File: config.mk
export PLATFORM = sky130hd
export DESIGN_NAME = cascade_pic
export DESIGN_NICKNAME = d
export VERILOG_FILES = /design/src/rtl/cpic_pkg.sv /design/src/rtl/cpic_edge.sv /design/src/rtl/cpic_prio.sv /design/src/rtl/cascade_pic.sv
export SDC_FILE = /design/constraint.sdc
export NUM_CORES = 1
export LEC_CHECK = 0
export ABC_AREA = 1
export BUFFER_PORTS_ARGS = -buffer_cell sky130_fd_sc_hd__buf_2
export CAP_MARGIN = 20
export CORE_MARGIN = 5
export CORE_UTILIZATION = 40
export DETAILED_ROUTE_END_ITERATION = 12
export GPL_ROUTABILITY_DRIVEN = 0
export RECOVER_POWER = 25
export SLEW_MARGIN = 20
export SYNTH_ARGS = -nofsm -noshare
export SYNTH_HDL_FRONTEND = slang
export SYNTH_SLANG_ARGS = --single-unit
File: constraint.sdc
create_clock -name clk -period 4.4 [get_ports clk]
set_input_delay 0.88 -clock clk [delete_from_list [all_inputs] [get_ports clk]]
set_output_delay 0.88 -clock clk [all_outputs]
set_load 0.02 [all_outputs]
File: src/rtl/cpic_pkg.sv
package cpic_pkg;
    localparam int BUS_W = 8;

    typedef enum logic [1:0] {
        PH_RUN  = 2'd0,
        PH_BASE = 2'd1,
        PH_LINK = 2'd2,
        PH_MODE = 2'd3
    } init_phase_e;

    localparam logic [2:0] EOI_SPECIFIC = 3'b011;
endpackage

File: src/rtl/cpic_edge.sv
module cpic_edge #(
    parameter int WIDTH = 8
) (
    input  logic             clk,
    input  logic             rst_n,
    input  logic [WIDTH-1:0] level_i,
    output logic [WIDTH-1:0] rise_o
);
    logic [WIDTH-1:0] prev_d, prev_q;

    always_comb prev_d = level_i;

    always_ff @(posedge clk or negedge rst_n) begin
        if (!rst_n) prev_q <= '0;
        else        prev_q <= prev_d;
    end

    generate
        for (genvar i = 0; i < WIDTH; i++) begin : g_bit
            assign rise_o[i] = level_i[i] & ~prev_q[i];
        end
    endgenerate
endmodule

File: src/rtl/cpic_prio.sv
module cpic_prio #(
    parameter int WIDTH = 8
) (
    input  logic [WIDTH-1:0]         req_i,
    input  logic [WIDTH-1:0]         isr_i,
    output logic                     any_o,
    output logic [$clog2(WIDTH)-1:0] code_o
);
    localparam int IDW = $clog2(WIDTH);

    logic [WIDTH-1:0] ceil_ok;
    logic [WIDTH-1:0] cand;

    // an in-service bit at j holds back every input at j and above
    generate
        for (genvar i = 0; i < WIDTH; i++) begin : g_ceil
            assign ceil_ok[i] = ~|isr_i[i:0];
        end
    endgenerate

    assign cand  = req_i & ceil_ok;
    assign any_o = |cand;

    // lowest index wins; no candidate reports the last input
    always_comb begin
        code_o = IDW'(WIDTH - 1);
        for (int i = WIDTH - 1; i >= 0; i--) begin
            if (cand[i]) code_o = IDW'(i);
        end
    end
endmodule

File: src/rtl/cascade_pic.sv
module cascade_pic
    import cpic_pkg::*;
#(
    parameter int NUM_IN = 8
) (
    input  logic              clk,
    input  logic              rst_n,
    input  logic              wr_en,
    input  logic              rd_en,
    input  logic              addr,
    input  logic [BUS_W-1:0]  wdata,
    output logic [BUS_W-1:0]  rdata,
    input  logic [NUM_IN-1:0] irq_in,
    input  logic              slave_sel,
    output logic              irq_out,
    output logic [NUM_IN-1:0] casc_map
);
    localparam int IDW = $clog2(NUM_IN);

    typedef struct packed {
        init_phase_e       phase;
        logic              want_link;
        logic              want_mode;
        logic [NUM_IN-1:0] imr;
        logic [NUM_IN-1:0] isr;
        logic [NUM_IN-1:0] irr;
        logic [NUM_IN-1:0] link;
        logic              show_isr;
        logic              poll_armed;
    } pic_state_t;

    pic_state_t st_d, st_q;

    logic [NUM_IN-1:0] rise;
    logic [NUM_IN-1:0] live_req;
    logic              win_any;
    logic [IDW-1:0]    win_code;
    logic              cmd_wr, dat_wr, cmd_rd;
    logic [BUS_W-1:0]  poll_word;

    cpic_edge #(.WIDTH(NUM_IN)) u_edge (
        .clk     (clk),
        .rst_n   (rst_n),
        .level_i (irq_in),
        .rise_o  (rise)
    );

    assign live_req = st_q.irr & irq_in & ~st_q.imr;

    cpic_prio #(.WIDTH(NUM_IN)) u_prio (
        .req_i  (live_req),
        .isr_i  (st_q.isr),
        .any_o  (win_any),
        .code_o (win_code)
    );

    assign cmd_wr = wr_en && !addr;
    assign dat_wr = wr_en && addr;
    assign cmd_rd = rd_en && !addr;

    always_comb begin
        st_d = st_q;
        st_d.irr = (st_q.irr | rise) & irq_in;

        if (cmd_rd && st_q.poll_armed) begin
            st_d.poll_armed = 1'b0;
            if (win_any) begin
                st_d.isr[win_code] = 1'b1;
                st_d.irr[win_code] = 1'b0;
            end
        end

        if (cmd_wr) begin
            if (wdata[4]) begin
                st_d.phase      = PH_BASE;
                st_d.want_link  = !wdata[1];
                st_d.want_mode  = wdata[0];
                st_d.isr        = '0;
                st_d.irr        = '0;
                st_d.show_isr   = 1'b0;
                st_d.poll_armed = 1'b0;
            end else if (wdata[3]) begin
                if (wdata[2]) st_d.poll_armed = 1'b1;
                if (wdata[1]) st_d.show_isr   = wdata[0];
            end else if (wdata[7:5] == EOI_SPECIFIC) begin
                st_d.isr[wdata[IDW-1:0]] = 1'b0;
            end
        end

        if (dat_wr) begin
            unique case (st_q.phase)
                PH_RUN:  st_d.imr = wdata[NUM_IN-1:0];
                PH_BASE: st_d.phase = st_q.want_link ? PH_LINK
                                    : (st_q.want_mode ? PH_MODE : PH_RUN);
                PH_LINK: begin
                    st_d.link  = wdata[NUM_IN-1:0];
                    st_d.phase = st_q.want_mode ? PH_MODE : PH_RUN;
                end
                PH_MODE: st_d.phase = PH_RUN;
                default: st_d.phase = PH_RUN;
            endcase
        end
    end

    always_ff @(posedge clk or negedge rst_n) begin
        if (!rst_n) begin
            st_q     <= '0;
            st_q.imr <= '1;
        end else begin
            st_q <= st_d;
        end
    end

    always_comb begin
        poll_word            = '0;
        poll_word[BUS_W-1]   = win_any;
        poll_word[IDW-1:0]   = win_code;
        if (addr)                 rdata = BUS_W'(st_q.imr);
        else if (st_q.poll_armed) rdata = poll_word;
        else if (st_q.show_isr)   rdata = BUS_W'(st_q.isr);
        else                      rdata = BUS_W'(st_q.irr);
    end

    assign irq_out  = win_any;
    assign casc_map = slave_sel ? ({{(NUM_IN-1){1'b0}}, 1'b1} << st_q.link[IDW-1:0])
                                : st_q.link;

    // specific end-of-interrupt retires the named level
    assert_eoi_clears_R10: assert property (@(posedge clk) disable iff (!rst_n)
        (cmd_wr && !wdata[4] && !wdata[3] && wdata[7:5] == EOI_SPECIFIC)
        |=> !st_q.isr[$past(wdata[IDW-1:0])]);

    // a valid poll read puts its winner in service
    assert_poll_ack_R7: assert property (@(posedge clk) disable iff (!rst_n)
        (cmd_rd && st_q.poll_armed && win_any && !wr_en)
        |=> st_q.isr[$past(win_code)]);

    // a poll with no winner leaves the in-service register alone
    assert_spurious_quiet_R11: assert property (@(posedge clk) disable iff (!rst_n)
        (cmd_rd && st_q.poll_armed && !win_any && !wr_en)
        |=> $stable(st_q.isr));

    // initialization words never land in the mask
    assert_init_keeps_mask_R2: assert property (@(posedge clk) disable iff (!rst_n)
        (dat_wr && st_q.phase != PH_RUN) |=> $stable(st_q.imr));

    // a fully masked controller stays silent
    assert_masked_silent_R4: assert property (@(posedge clk) disable iff (!rst_n)
        (st_q.imr == '1) |-> !irq_out);
endmodule

==> out/results.txt, run 1 <==
Measured along the y axis, the die boundary spans 89.1 um. Measured against its own limit, the worst slew margin works out to -65.8%. The logs give 0 for the number of antenna diodes and 5 for the number of buffers added by the clock tree synthesis step. In this run the deepest clock path goes through 2 buffers. Once the clock tree was built, the setup fixing pass inserted 0 buffers. The clock reaches the later pin of the worst-skew pair after 0.30 ns. The run gives 1.45 ns as the final worst-path setup slack. The total power density per cell area was 464 nW/um^2. The count of input and output buffers is 38. The checks that failed: max-capacitance violations, max-slew violations. Setup repair after global routing left no endpoint under its margin. The worst setup path is launched from a primary input. The final critical path takes up 67.2% of the cycle.

The count of max-cap constraint violations is 1. For the HPWL after detailed placement, the log shows 5.02 mm. Relative to the synthesized area, the layout overhead comes to 14.1%. After detailed routing, the average wire length per cell comes to 14.8 um. Leaving out fill and tap cells, the most frequent cells in the layout are 64 x nand2_1, 59 x inv_1, 38 x dfrtp_1. The run gives 0 as the number of resized instances in the post-cts repair step.

The count of flip-flops with a built-in enable after synthesis is 0. Worst supply voltage drop on vdd: 199 uV. STA classifies the critical path endpoint as an output port. In the final design database the tool counted 385 nets. After the first detailed-routing iteration, the DRC count stood at 117. In this run the cell area measured after placement is 2760 um^2. The run gives 5990 um^2 as the area of the core region.

Dividing the detail-routed via count by the number of cells gives 5.30. The library cell used most frequently in the layout, excluding fill and tap cells, is nand2_1. Summed over all layers, the global routing overflow is 0.

The count of pins on the block boundary was 39; the count of clock tree sinks was 46. The total detailed-routing wirelength came out at 6.50 mm. Sequential cell area fraction in the yosys report: 46.4%.

The floorplan step set the die width to 89.1 um. The tools report the maximum number of pins on one net before global-route repair as 47. The flow ran to the end, but the final reports show violations. The aggregate global-route resource usage is 17.8%, and the final period demand of the worst path is 2.95 ns. The transition time of the tightest slew-check pin works out to 2.49 ns. The synthesis warning total came out at 0. In this run the core area contains 28 standard-cell rows. The starting density of the core came out at 41.8%. The synthesized net count was 346; the first-pass GRT wire length was 10.8 mm. The distinct cell type count after synthesis was 32.

The number of vias in the routed layout is 2328, and the depth of the CTS H-tree is 2. The initial antenna violation count is 0. The critical path is of the primary input to output port type. Measured on the finished design, the core utilization comes to 47.6%. In this run, synthesis produced a sequential element count of 46. The post-route cell area was 2850 um^2; the share of final-layout standard cells stronger than drive strength 1 was 17.6%. In this run the worst path has a maximum fanout of 6. Cell area after synthesis: 2500 um^2. Clock-pin slew was measured on the worst setup and hold paths at 0.08 ns. Counting flops with an async set or reset pin after synthesis yields a share of 100%.

For the worst setup path, the data arrival time is 2.07 ns. Remaining number of nets flagged by the antenna check after routing: 0. By area the synthesized netlist is led by dfrtp_1 38%, nand2_1 9.6%, inv_1 8.9%, dfstp_2 8.4%, o21ai_0 7.0%.

The class of the tightest hold or removal check is flop to flop. Summed over all cells, the static leakage comes to 1.41 nW. The logs give 338 MHz for the achievable frequency and 0 for the remaining routing DRC violations. The tools report the clock root buffer as clkbuf_8. The final-report hold violation count is 0, and the required time of the critical path is 3.52 ns.

Of the post-synthesis cell area, the dominant cell type holds 38.0%. The number of pins with negative max-slew slack in the final report was 47. Number of global-route vias before repair: 2204. TritonCTS built the clock tree.

On the final layout, the worst hold slack is 0.496 ns. A synthesized cell averages 7.72 um^2. Summed over all instances, the cell type with the most area after synthesis is dfrtp_1. For the clock skew, the log shows 0.0107 ns. The detailed-router iteration count before antenna repair is 4, and the floorplan die area is 7930 um^2. The logs give 0 for the setup violation total in the final timing report and 324 for the gate count after technology mapping. The run gives 0 ns as the post-route setup TNS. Main flop type after synthesis: dfrtp_1. OpenSTA, run right after detailed placement, puts the worst setup slack at 1.49 ns. The tools report the number of hold buffers added after CTS as 0.
[path summary, 6_finish.rpt]
| check | startpoint | end | slack, ns | cells past startpoint |
|---|---|---|---|---|
| max | irq_in[0] | rdata[7] | 1.45 | 10 |
| max reg2reg | st_q[28] | st_q[23] | 2.66 | 10 |
| min in group asynchronous | rst_n | st_q[37] | 1.33 | 1 |
| min reg2reg | st_q[29] | st_q[29] | 0.50 | 2 |
| min | st_q[29] | st_q[29] | 0.50 | 2 |
| max in group asynchronous | rst_n | u_edge.prev_q[7] | 1.64 | 1 |
[worst max-delay path, stage by stage]
cell      delay, ns
clkbuf_1       0.12
nand2_1        0.08
nor3_2         0.25
inv_2          0.13
nand2_2        0.11
nor2_2         0.05
nand3_2        0.08
nand2_1        0.06
a31oi_1        0.13
buf_2          0.18
[report_power, final]
group	internal (mW)	leakage, nW	switching [mW]	total [mW]
clock network	0.170	0.0524	0.141	0.311
registers	0.522	0.568	0.0698	0.592
logic	0.142	0.789	0.278	0.420
total	0.835	1.41	0.489	1.32
[routing by layer]
layer	track usage, %	share of wire [%]
met3	2.95	6.4
met2	28.3	45
met5	0	0
met1	25.2	47
met4	5.14	1.4
[kinds of logic after synthesis]
family,share of synthesized area [%]
flip-flops,46.4
AND/OR/NAND/NOR,23.4
buffers and inverters,10.4
AO/OA/AOI/OAI,19.8
[cell type report]
| type | count | area (um^2) |
|---|---|---|
| repair buffers | 38 | 179 |
| inverters | 62 | 233 |
| fillers | 607 | 3140 |
| well taps | 75 | 93.8 |
| flip-flops and latches | 46 | 1160 |
| clock buffers | 7 | 76.3 |
| clock inverters | 1 | 30.0 |
| multi-input cells | 210 | 1080 |
[stage by stage]
step / cells / total power, mW
2_1_floorplan: 324 / 0.875
3_3_place_gp: 431 / 1.02
3_5_place_dp: 431 / 1.02
4_1_cts: 439 / 1.33
5_1_grt: 439 / 1.41
6_report: 439 / 1.32
[sequential cells by signal, indices dropped and copies added, names as in the netlist]
signal and cells:
u_edge.prev_q 8, st_q 38
[cell usage after synthesis (4+ instances only)]
library cell and count:
inv_1 59, nand3_1 6, nor2_1 29, clkbuf_1 4, a31oi_1 5, nand2_1 64
nor3_1 6, o22ai_1 9, a21oi_1 10, nand2_2 5, nand4_1 7, dfrtp_1 38
o211ai_1 7, o41ai_1 4, nor2_2 5, dfstp_2 8, o21ai_0 35
Power figures use the tool's default switching activity.
==> run 2, diff against run 1 <==
--- a/config.mk
+++ b/config.mk
@@ -5,7 +5,7 @@
 export SDC_FILE = /design/constraint.sdc
 export NUM_CORES = 1
 export LEC_CHECK = 0
-export ABC_AREA = 1
+export ABC_AREA = 0
 export BUFFER_PORTS_ARGS = -buffer_cell sky130_fd_sc_hd__buf_2
 export CAP_MARGIN = 20
 export CORE_MARGIN = 5
==> constraint.sdc (replaced) <==
create_clock -name clk -period 2.9 [get_ports clk]
set_input_delay 0.58 -clock clk [delete_from_list [all_inputs] [get_ports clk]]
set_output_delay 0.58 -clock clk [all_outputs]
set_load 0.02 [all_outputs]
==> run 2 against run 1 <==
Against the previous run: the run now ends clean; cell count fell by 18%; critical path depth fell by 5; die area fell by 3.6%; area after synthesis fell by 4.0%; total power rose by 47%; global-route usage fell by 1.6 points; synthesized cell count fell by 24%; hold slack got worse by 0.087 ns; non-clock buffer count rose by 2; via count fell by 19%; critical endpoint is now rdata[0]; largest cell class unchanged; largest power group unchanged; highest routed layer unchanged.
==> out/results.txt, run 2 <==
The required time of the critical path came out at 2.32 ns (-1.20 ns). After synthesis, the cell types taking the most area are dfrtp_1 40%, dfstp_2 8.8%, mux2_2 8.0%, o21ai_0 5.0%, nand2_1 4.1%. The transition time of the tightest slew-check pin was 1.08 ns (-1.40 ns); the initial antenna violation count was 0 (unchanged). The setup violation total in the final timing report came out at 0 (unchanged). In the synthesized netlist the dominant register cell turns out to be dfrtp_1. Ranked by flip-flop count, first place goes to st_q. TritonCTS built the clock tree. In the synthesized netlist, the cells that appear most often are 38 x dfrtp_1, 26 x nand2_1, 24 x o21ai_0. Setup repair after global routing left no endpoint under its margin. The starting density of the core was 40.8% (-0.96 points).

For the remaining number of nets flagged by the antenna check after routing, the log shows 0 (unchanged). The depth of the CTS H-tree was 2 (unchanged); the number of global-route vias before repair was 1903 (-14%). The uppermost layer routed is met4. Cell with the most instances after synthesis: dfrtp_1. The synthesized area per cell is 9.76 um^2 (+26%), and the total of fill cells in the finished design is 610 (+0.49%). The share of the core filled with cells is 46.6% (-1.1 points). The biggest fanout along the worst timing path was 7 (+1). The logs give 5 (unchanged) for the number of buffers added by the clock tree synthesis step and 0 (-100%) for the number of pins with negative max-slew slack in the final report. The period utilization came out at 92.7%.

The row count is 28 (unchanged). The run finished with clean final reports. The synthesis warning total was 0 (unchanged); the width of the chip was 87.5 um (-1.8%). The run gives 2 (unchanged) as the maximum count of clock buffers along a single path.

The gate count after technology mapping was 246 (-24%). The worst setup path is of the flop to output port kind. Total detailed-routing wirelength: 5.60 mm (-14%). The die extent in y was 87.5 um (-1.8%). The share of the synthesized area in the top cell type was 39.6% (+1.6 points); the number of flip-flops under the largest register name was 38 (unchanged). The count of nets after finishing was 305 (-21%). The via-per-instance ratio works out to 5.26 (-0.83%).

The count of input and output buffers came out at 38 (unchanged). For the cell area after synthesis, the log shows 2400 um^2 (-4.0%). The buffers inserted during post-CTS setup optimization was 0 (unchanged); the total congestion overflow after global routing was 0 (unchanged).

The sequential cell area fraction in the yosys report is 48.4% (+1.9 points). The class of the tightest hold or removal check is primary input to flop. Type of destination of the critical path: an output port. The HPWL after detailed placement is 4.13 mm (-18%).

The fraction of registers with async set/reset is 100% (unchanged), and the number of antenna diodes is 0 (unchanged). Total area of multi-input combinational cells: 1140 um^2 (+5.4%). For the count of pins on the block boundary, the log shows 39 (unchanged). The clock root buffer is clkbuf_8. The synthesized net count is 268 (-23%).

dfrtp_1 takes more of the synthesized area than any other cell. The clock skew was 0.00398 ns (-0.00667 ns); the cell leakage power was 1.21 nW (-14%). The distinct cell type count after synthesis is 44 (+38%), and the total power of the final layout is 1.94 mW (+47%).

The count of flip-flops with a built-in enable after synthesis works out to 0 (unchanged). For the detailed-router iteration count before antenna repair, the log shows 4 (unchanged). The run gives 359 (-18%) as the non-filler instance count after layout. The worst setup path is launched from a flop. The count of clock tree sinks came out at 46 (unchanged). The share of final-layout standard cells stronger than drive strength 1 is 25.4% (+7.8 points).

The area of the core region is 5890 um^2 (-1.8%). The count of max-cap constraint violations came out at 0 (-1). Leading cell type in the layout, fill and taps excluded: dfrtp_1.

The worst max-slew margin expressed relative to the limit was 27.9% (+94 points). The run gives 0 (unchanged) as the number of resized instances in the post-cts repair step. For the maximum number of pins on one net before global-route repair, the log shows 45 (-4.3%). The clock-pin slew reported for the worst setup and hold paths after clock tree synthesis works out to 0.08 ns (about the same). The achievable frequency came out at 372 MHz. The total length of routed met2 wires was 2.58 mm (-12%). The layout overhead on the synthesized area was 14.1% (about the same); the routed length on met3 was 219 um (-47%). In the final layout, the registers with the most flip-flops are st_q x38, u_edge.prev_q x8. The worst supply voltage drop on vdd is 256 uV (+29%). The top cell types in the final layout, fill and taps aside, are 38 x dfrtp_1, 29 x buf_2, 26 x nand2_1. The run gives 16.2% (-1.6 points) as the aggregate global-route resource usage.

Register cell area after layout: 1160 um^2 (unchanged). The final-report hold violation count was 0 (unchanged); the first-pass GRT wire length was 9.52 mm (-12%). The flip-flop and latch count after synthesis works out to 46 (unchanged). The floorplan die area is 7650 um^2 (-3.6%), and the final period demand of the worst path is 2.69 ns. The total power density per cell area is 709 nW/um^2 (+53%), and the remaining routing DRC violations is 0 (unchanged).

The number of DRC markers in iteration 0 was 113 (-3.4%); the arrival time reported for the critical path endpoint was 2.11 ns (+0.04 ns). The worst-skew pair later-pin latency came out at 0.30 ns (about the same). For the number of vias in the routed layout, the log shows 1888 (-19%). The post-route setup TNS was 0 ns (unchanged).

The run gives 0 (unchanged) as the number of hold buffers added after CTS. For the number of placed cells counting well taps, the log shows 351 (-19%). The tools report the wire length the detailed router placed on met1 as 2.71 mm (-11%). The post-detailed-route wirelength per cell came out at 15.6 um (+5.3%).
run 2: layout make-up:
class	instances	area share (%)
tap	75	3.42
sequential	46	42.4
multi-input combinational	174	41.6
clock inverter	1	0.183
clock buffer	7	3.15
inverter	16	2.19
timing repair buffer	40	7.12
run 2: worst max-delay path: stages (launching register included):
cell	delay, ns
dfrtp_1	0.43
or4_4	0.58
nor3b_4	0.24
a311o_2	0.26
a31oi_1	0.11
buf_2	0.18
run 2: routing by layer:
metal | global-route usage (%) | up-vias
li1 | - | 959
met1 | 22.6 | 892
met2 | 25.0 | 31
met3 | 3.60 | 6
met4 | 5.02 | 0
met5 | 0 | -
run 2: cell families (layout without fill, tap and decap cells):
kind of cell / after synthesis / in the layout / share of synthesized area [%]
AOI/OAI and AO/OA: 63 / 63 / 16.2
buffers and inverters: 26 / 64 / 4.22
DFF: 46 / 46 / 48.4
and+or+nand+nor: 88 / 88 / 20.7
muxes: 23 / 23 / 10.5
run 2: path summary, 6_finish.rpt:
path                           start          endpoint  slack, ns  cells after the start
max                         st_q[20]          rdata[0]       0.21                      5
min                        irq_in[1]  u_edge.prev_q[1]       0.41                      1
max reg2reg                 st_q[20]          st_q[16]       0.94                      5
min reg2reg                  st_q[6]           st_q[6]       0.51                      1
max in group asynchronous      rst_n          st_q[32]       1.67                      2
min in group asynchronous      rst_n          st_q[36]       0.46                      1
run 2: stage by stage:
step           hold slack [ns]  cell area, um^2  setup WS, ns
2_1_floorplan            0.284             2400         0.576
5_1_grt                  0.399             2740        0.0832
3_5_place_dp             0.493             2660         0.416
3_3_place_gp             0.489             2660         0.461
4_1_cts                  0.398             2750         0.213
6_report                 0.409             2740         0.213
run 2: report_power, final:
group | switching [mW] | internal (mW)
logic | 0.321 | 0.275
registers | 0.134 | 0.806
clock network | 0.213 | 0.193
total | 0.669 | 1.27
==> run 3, diff against run 2 <==
--- a/config.mk
+++ b/config.mk
@@ -9,7 +9,7 @@
 export BUFFER_PORTS_ARGS = -buffer_cell sky130_fd_sc_hd__buf_2
 export CAP_MARGIN = 20
 export CORE_MARGIN = 5
-export CORE_UTILIZATION = 40
+export CORE_UTILIZATION = 44
 export DETAILED_ROUTE_END_ITERATION = 12
 export GPL_ROUTABILITY_DRIVEN = 0
 export RECOVER_POWER = 25
==> run 3 against run 2 <==
Against the previous run: via count grew 3.1%; combinational power grew 0.7%; wire length grew 0.96%; clock skew grew 0.0054 ns; hold slack lost 0.0026 ns; register-to-register slack lost 0.02 ns; fmax shrank 0.82%; first-iteration DRC count grew 32%; non-clock buffer count grew 1; critical path type unchanged.
==> out/results.txt, run 3 (same netlist as run 2, synthesis figures left out) <==
The HPWL after detailed placement is 4.12 mm (-0.22%). The tools report the worst max-slew margin expressed relative to the limit as 17.6% (-10 points). Setup slack after placement: 0.410 ns (-0.00586 ns). The arrival time reported for the critical path endpoint is 2.13 ns (+0.02 ns).

Total detailed-routing wirelength: 5.65 mm (+0.96%). The total buffers and inverters traversed by the critical path works out to 1 (unchanged). The worst setup path is of the flop to output port kind. Via-per-instance ratio: 5.48 (+4.3%).

The largest registers in the layout are st_q x38, u_edge.prev_q x8. The worst setup path is captured at an output port. The tools report the depth of the CTS H-tree as 2 (unchanged). The share of final-layout standard cells stronger than drive strength 1 is 25.6% (+0.26 points), and the cell area reported after detailed placement is 2650 um^2 (-0.24%). The row count came out at 26 (-7.1%). The number of global-route vias before repair is 1837 (-3.5%), and the die extent in y is 83.9 um (-4.1%). The post-detailed-route wirelength per cell was 15.9 um (+2.1%); the maximum cell stage delay along the critical path was 0.58 ns (about the same). The transition time of the tightest slew-check pin was 1.24 ns (+0.153 ns); the maximum number of pins on one net before global-route repair was 45 (unchanged). In this run the worst hold path is classified as primary input to flop. The logs give 39 (unchanged) for the count of pins on the block boundary and 46 (unchanged) for the count of clock tree sinks.

Setup repair after global routing left no endpoint under its margin. The width of the chip was 83.9 um (-4.1%); the number of pins with negative max-slew slack in the final report was 0 (unchanged). STA classifies the critical path startpoint as a flop. For the required time of the critical path, the log shows 2.32 ns (about the same). TritonCTS built the clock tree. Buffers inserted during post-CTS setup optimization: 0 (unchanged). The library cell used most frequently in the layout, excluding fill and tap cells, is dfrtp_1. The run gives 1947 (+3.1%) as the number of vias in the routed layout. The cell leakage power was 1.22 nW (+0.77%); the biggest fanout along the worst timing path was 7 (unchanged). The total of fill cells in the finished design is 530 (-13%).

Walking the worst path, the cells encountered are or4_4 > nor3b_4 > a311o_2 > a31oi_1 > buf_2. The logs give 306 (+0.33%) for the count of nets after finishing and 46.1% (+5.3 points) for the starting density of the core. The worst-skew pair later-pin latency is 0.31 ns (about the same).

The count of input and output buffers came out at 38 (unchanged). The total area of multi-input combinational cells is 1140 um^2 (unchanged), and the number of buffers added by the clock tree synthesis step is 5 (unchanged). The slowest cell on the critical path was or4_4. For the total congestion overflow after global routing, the log shows 0 (unchanged).

The tools report the clock root buffer as clkbuf_8. The final period demand of the worst path was 2.71 ns (+0.0223 ns). For the initial antenna violation count, the log shows 0 (unchanged). The tools report the worst hold slack across all endpoints as 0.406 ns (-0.00258 ns). The worst supply voltage drop on vdd was 358 uV (+40%); the number of flip-flops under the largest register name was 38 (unchanged).

The run gives 0.00935 ns (+0.00537 ns) as the clock skew. The run finished with clean final reports. The run gives 369 MHz (-0.82%) as the achievable frequency. The register with the most flip-flops in the final layout is st_q. The run gives 355 (-1.1%) as the non-filler instance count after layout.

Remaining routing DRC violations: 0 (unchanged). The number of placed cells counting well taps was 346 (-1.4%). The total power of the final layout was 1.97 mW (+1.6%); the number of antenna diodes was 0 (unchanged). The top cell types in the final layout, fill and taps aside, are 38 x dfrtp_1, 29 x buf_2, 26 x nand2_1. The post-route setup TNS was 0 ns (unchanged). The logs give 5200 um^2 (-12%) for the area of the core region and 0.190 ns (-0.0223 ns) for the final worst-path setup slack.

The period utilization was 93.4% (+0.77 points); the total power density per cell area was 713 nW/um^2 (+0.58%). The share of the core filled with cells is 53.2% (+6.6 points). Aggregate global-route resource usage: 16.8% (+0.66 points). The tools report the number of resized instances in the post-cts repair step as 0 (unchanged). The run gives 0 (unchanged) as the setup violation total in the final timing report. The number of DRC markers in iteration 0 was 149 (+32%); the floorplan die area was 7030 um^2 (-8.1%).

The final-report hold violation count came out at 0 (unchanged). In this design, the largest share of critical-path delay is due to simple AND/OR/NAND/NOR gates. The number of hold buffers added after CTS is 0 (unchanged).

The count of max-cap constraint violations is 0 (unchanged), and the remaining number of nets flagged by the antenna check after routing is 0 (unchanged). The clock-pin slew reported for the worst setup and hold paths after clock tree synthesis came out at 0.08 ns (about the same). The detailed-router iteration count before antenna repair was 4 (unchanged); the register cell area after layout was 1160 um^2 (unchanged). The post-route cell area was 2770 um^2 (+1.0%); the layout overhead on the synthesized area was 15.3%. The first-pass GRT wire length was 9.41 mm (-1.2%). The maximum count of clock buffers along a single path was 2 (unchanged).
[run 3: changes by cell type in the layout (fill, tap and decap cells not counted), sizes merged]
cell | previous run | this run
clkinvlp | 0 | 1
clkinv | 1 | 0
buf | 31 | 32
inv | 16 | 17
clkbuf | 16 | 15
[run 3: area by class of cell]
cell class / count / share of cell area (%)
flip-flops and latches: 46 / 42.0
multi-input cells: 174 / 41.1
repair buffers: 41 / 8.00
well taps: 70 / 3.16
clock buffers: 6 / 2.98
inverters: 16 / 2.17
clock inverters: 2 / 0.588
[run 3: power breakdown]
group | switching [mW] | total (mW) | internal [mW]
logic | 0.322 | 0.601 | 0.279
clock network | 0.232 | 0.428 | 0.196
registers | 0.138 | 0.945 | 0.806
total | 0.693 | 1.97 | 1.28
[run 3: worst paths after layout]
path / startpoint / end / slack, ns / depth (start not counted)
min in group asynchronous: rst_n / st_q[37] / 0.50 / 1
worst max-delay path: st_q[20] / rdata[0] / 0.19 / 5
worst max register to register: st_q[20] / st_q[16] / 0.92 / 5
worst min register to register: st_q[6] / st_q[6] / 0.51 / 1
worst min-delay path: irq_in[1] / u_edge.prev_q[1] / 0.41 / 1
max in group asynchronous: rst_n / st_q[31] / 1.46 / 3
[run 3: routing by layer]
metal | vias to the layer above | part of all wire (%) | wire, um | GRT usage, %
met3 | 6 | 3.5 | 200 | 4.64
met5 | - | 0 | 0 | 0
met2 | 35 | 45 | 2540 | 25.5
met1 | 944 | 50 | 2850 | 23.8
li1 | 962 | - | - | -
met4 | 0 | 1.2 | 66 | 4.39
